`src/rtl/pgmap_pkg.sv`:
```
package pgmap_pkg;

  // Register port target select
  typedef enum logic {
    SEL_PAGE = 1'b0,
    SEL_CTRL = 1'b1
  } cfg_target_e;

  // Bit of the control word that holds the translation enable
  localparam int CTRL_EN_BIT = 0;

endpackage

```
`src/rtl/pgmap_table.sv`:
```
// Page-frame table: one synchronous write port, two asynchronous read ports.
module pgmap_table #(
  parameter int IDX_W = 4,
  parameter int FRM_W = 8
) (
  input  logic             clk,
  input  logic             we,
  input  logic [IDX_W-1:0] widx,
  input  logic [FRM_W-1:0] wdata,
  input  logic [IDX_W-1:0] lidx,
  output logic [FRM_W-1:0] lfrm,
  input  logic [IDX_W-1:0] ridx,
  output logic [FRM_W-1:0] rfrm
);
  localparam int N_PAGES = 1 << IDX_W;

  logic [FRM_W-1:0] mem [N_PAGES];

  // No reset on the storage: contents are undefined until software loads them
  always_ff @(posedge clk) begin
    if (we) mem[widx] <= wdata;
  end

  assign lfrm = mem[lidx];
  assign rfrm = mem[ridx];
endmodule

```
`src/rtl/pgmap_ctrl.sv`:
```
// Enable register and registered read-back mux.
module pgmap_ctrl #(
  parameter int FRM_W = 8
) (
  input  logic             clk,
  input  logic             rst,
  input  logic             ctrl_we,
  input  logic             en_bit,
  input  logic             rd_ctrl,
  input  logic [FRM_W-1:0] rfrm,
  output logic             en,
  output logic [FRM_W-1:0] rdata
);
  logic [FRM_W-1:0] ctrl_word;

  always_comb begin
    ctrl_word = '0;
    ctrl_word[pgmap_pkg::CTRL_EN_BIT] = en;
  end

  always_ff @(posedge clk) begin
    if (rst) begin
      en <= 1'b0;
    end else if (ctrl_we) begin
      en <= en_bit;
    end
  end

  // Read-first: captures the state before any write made in the same cycle
  always_ff @(posedge clk) begin
    if (rst) begin
      rdata <= '0;
    end else begin
      rdata <= rd_ctrl ? ctrl_word : rfrm;
    end
  end
endmodule

```
`src/rtl/pgmap_xlate.sv`:
```
// Combinational address translation.
module pgmap_xlate #(
  parameter int LA_W = 16,
  parameter int PA_W = 20,
  parameter int PG_W = 12
) (
  input  logic                 en,
  input  logic [LA_W-1:0]      log_addr,
  input  logic [PA_W-PG_W-1:0] frame,
  output logic [PA_W-1:0]      phys_addr
);
  localparam int FRM_W = PA_W - PG_W;

  logic [FRM_W-1:0] upper;

  // When off, all upper bits go high: every access hits the top frame
  assign upper     = en ? frame : {FRM_W{1'b1}};
  assign phys_addr = {upper, log_addr[PG_W-1:0]};
endmodule

```
`src/rtl/pgmap_mmu.sv`:
```
module pgmap_mmu #(
  parameter int LA_W = 16,
  parameter int PA_W = 20,
  parameter int PG_W = 12
) (
  input  logic                   clk,
  input  logic                   rst,
  input  logic                   cfg_we,
  input  logic                   cfg_sel,
  input  logic [LA_W-PG_W-1:0]   cfg_idx,
  input  logic [PA_W-PG_W-1:0]   cfg_wdata,
  output logic [PA_W-PG_W-1:0]   cfg_rdata,
  input  logic [LA_W-1:0]        log_addr,
  output logic [PA_W-1:0]        phys_addr,
  output logic                   xlate_on
);
  import pgmap_pkg::*;

  localparam int IDX_W = LA_W - PG_W;
  localparam int FRM_W = PA_W - PG_W;

  logic             is_ctrl;
  logic             tbl_we;
  logic             ctl_we;
  logic [FRM_W-1:0] lfrm;
  logic [FRM_W-1:0] rfrm;
  logic             en;

  assign is_ctrl = (cfg_sel == SEL_CTRL);
  assign tbl_we  = cfg_we && !is_ctrl;
  assign ctl_we  = cfg_we && is_ctrl;

  pgmap_table #(.IDX_W(IDX_W), .FRM_W(FRM_W)) u_table (
    .clk   (clk),
    .we    (tbl_we),
    .widx  (cfg_idx),
    .wdata (cfg_wdata),
    .lidx  (log_addr[LA_W-1:PG_W]),
    .lfrm  (lfrm),
    .ridx  (cfg_idx),
    .rfrm  (rfrm)
  );

  pgmap_ctrl #(.FRM_W(FRM_W)) u_ctrl (
    .clk     (clk),
    .rst     (rst),
    .ctrl_we (ctl_we),
    .en_bit  (cfg_wdata[CTRL_EN_BIT]),
    .rd_ctrl (is_ctrl),
    .rfrm    (rfrm),
    .en      (en),
    .rdata   (cfg_rdata)
  );

  pgmap_xlate #(.LA_W(LA_W), .PA_W(PA_W), .PG_W(PG_W)) u_xlate (
    .en        (en),
    .log_addr  (log_addr),
    .frame     (lfrm),
    .phys_addr (phys_addr)
  );

  assign xlate_on = en;
endmodule

```
`config.mk`:
```
export PLATFORM = sky130hd
export DESIGN_NAME = pgmap_mmu
export DESIGN_NICKNAME = d
export VERILOG_FILES = /design/src/rtl/pgmap_pkg.sv /design/src/rtl/pgmap_table.sv /design/src/rtl/pgmap_ctrl.sv /design/src/rtl/pgmap_xlate.sv /design/src/rtl/pgmap_mmu.sv
export SDC_FILE = /design/constraint.sdc
export NUM_CORES = 1
export LEC_CHECK = 0
export BUFFER_PORTS_ARGS = -buffer_cell sky130_fd_sc_hd__buf_2
export CORE_UTILIZATION = 54
export DETAILED_ROUTE_END_ITERATION = 10
export PLACE_DENSITY = 0.71
export SETUP_SLACK_MARGIN = 0.15
export SYNTH_ARGS = -nofsm -noshare
export SYNTH_HDL_FRONTEND = slang
export SYNTH_HIERARCHICAL = 1
export SYNTH_SLANG_ARGS = --single-unit
```
`constraint.sdc`:
```
create_clock -name clk -period 6.8 [get_ports clk]
set_input_delay 1.36 -clock clk [delete_from_list [all_inputs] [get_ports clk]]
set_output_delay 1.36 -clock clk [all_outputs]
set_load 0.005 [all_outputs]
```
==> results.cfg <==
[timing]
fin_setup_tns_ps = 0
finalSetupViolations = 0
finalCriticalPeriod_ps = 4890
worst_pin_slew_ps = 1120
final.setup_skew_ps = 8.72
drv_slew = 0
rsz0062_at_grt = no
post-route-period-util_pct = 72.0
timing.slew.headroom_pct = 25.0
clock.fmax_mhz = 204
hold_violations = 0

[global_routing]
grt.overflow.total = 0
globalRouteTotalUtil_pct = 24.9
grt_pass1_wl_um = 21200
grt_antenna_before_repair = 0
use_met1_pct = 33.7
grt_pass1_vias = 3420
use_met2_pct = 38.3
grt-busiest-layer = met2
grt_max_degree = 40
use_met3_pct = 6.62

[power_and_ir_drop]
p_per_area_nw_per_um2 = 270
total_power_mw = 1.92
irDropWorstVdd_mv = 0.157
leakagePower_nw = 2.41

[floorplanning]
core_um2 = 11500
die_x_um = 111
num_io_pins = 61
die_y_um = 111
row_count = 39
die_area_um2 = 12400
start_util_pct = 55.9

[yosys]
ys_top_cells_by_area = edfxtp_1 (60%), mux4_2 (12%), mux4_1 (11%)
syn_area_um2 = 6440
ys_ff_latch = 137
synth_cells = 334
synth_top_area_share_pct = 59.7
ys_seq_area_share_pct = 62.5
ys_types = 24
yosysTopAreaCell = edfxtp_1
yosys_warnings = 6
synth_fp_nets = 366
synth.avg_cell_area_um2 = 19.3

[finish]
n_antenna_cell = 0
multi_input_area_um2 = 2170
drive_above_1_share_pct = 28.8
stdcell_count = 515
layout_common_cells = edfxtp_1 (128), buf_2 (36), mux4_2 (34)
regArea_um2 = 4020
final_area_um2 = 7120
nets = 392
n_fill_cell = 822
final_common_cell = edfxtp_1
syn_to_final_growth_pct = 10.6

[cts]
clock_path_buffers = 2
cts_root_buf = clkbuf_16
post_cts_resized = 0
cts-buffers-inserted = 17
path_clk_slew_ps = 60
cts_setup_buffers = 0
ctsHoldBuffers = 0
htreeDepth = 4
clock-sinks = 137
clk_latency_ps = 420
cts_tree = built

[worst_setup_path]
critPathMaxFanout = 24
path_class = input pin to output pin
end_kind = output pin
cp.arrival_ps = 3530
crit_path_start_kind = input pin
crit_path_frequent_cell = buf_2
slowest_stage = buf_2
cp.required_ps = 5440
path_buf_inv = 3
crit_path_max_incr_delay_ps = 640
cp_cell_sequence = buf_2, buf_4, mux4_1, a22oi_1, nand2_1, nand2b_1, buf_2
cp_top_family = buffers and inverters

[detailed_routing]
postRouteAntennaNets = 0
totalWireLength_um = 14400
drtIter0Drc = 449
first_pass_iters = 8
vias = 3549
remaining_drc_errors = 14
wl_per_cell_um = 27.9
viasPerCell = 6.89

[place]
placedInstanceArea_um2 = 6580
hpwl_um = 9150
io_buffers = 36
dp_cells = 484
gp_congestion = 0.805

[worst_hold_path]
hp-class = flop to flop

[status]
violations = design-rule violations
outcome = finished, violations left

[flow_run]
max_cap_viol_count = 0
-- worst register-to-register path, cell delays in order (launching register included) --
cell and delay, ps:
edfxtp_1 410, mux4_2 460, a22oi_1 310, nand2_1 110, and2_1 150
-- metal layers --
layer	vias up	routed length, um
met5	-	0
met4	0	304
met3	23	1240
met2	209	7150
met1	1851	5680
li1	1466	-
-- state kept, by name (all words and copies together) (netlist names) --
name / flops
u_table/mem: 128
u_ctrl/en: 1
u_ctrl/rdata: 8
-- report_power, final --
group          leakage (nW)  internal (mW)  total (mW)  switching [mW]
registers              1.23          0.934       0.940         0.00554
clock network         0.264          0.529       0.851           0.322
logic                 0.919         0.0587       0.132          0.0731
-- cells in the mapped netlist, drive strengths merged --
| library cell | instances |
|---|---|
| buf | 26 |
| dfxtp | 9 |
| and2b | 3 |
| or3b | 1 |
| nor2b | 2 |
| nor2 | 17 |
| nand2b | 10 |
| clkdlybuf4s25 | 6 |
| a22oi | 32 |
| nor3 | 4 |
| nand3 | 1 |
| edfxtp | 128 |
| nand2 | 17 |
| and2 | 10 |
| mux2i | 2 |
| nand3b | 2 |
| mux4 | 64 |
-- cells by family (layout without fill, tap and decap cells) --
kind of cell | count (synthesis) | in the layout | share of synthesized area, %
simple gates | 67 | 67 | 5.30
buf+inv | 32 | 70 | 4.08
mux | 66 | 66 | 24.4
flops | 137 | 137 | 62.5
compound gates | 32 | 32 | 3.73
-- final timing paths --
| path | start | end | slack [ps] | cells after the start |
|---|---|---|---|---|
| worst max-delay path | log_addr[12] | phys_addr[19] | 1910 | 7 |
| worst min-delay path | u_ctrl/en | u_ctrl/rdata[0] | 800 | 2 |
| worst max register to register | u_table/mem[1][6] | u_ctrl/rdata[6] | 5230 | 4 |
| worst min register to register | u_ctrl/en | u_ctrl/rdata[0] | 800 | 2 |
-- stage by stage --
stage | hold WS (ps) | util [%] | worst slack [ps]
6_report | 796 | 61.8 | 1910
5_1_grt | 846 | 61.8 | 1730
4_1_cts | 781 | 61.8 | 1870
3_5_place_dp | 771 | 57.1 | 1870
3_3_place_gp | 768 | 57.1 | 1910
2_1_floorplan | 607 | - | 2910
-- layout make-up --
cell class                      instances  share of cell area [%]
Clock buffer                           20                    6.13
Clock inverter                         11                    1.49
Sequential cell                       137                    56.5
Tap cell                              143                    2.51
Timing Repair Buffer                   39                    2.85
Multi-Input combinational cell        165                    30.5
No activity file was read; power rests on OpenSTA's default activity.
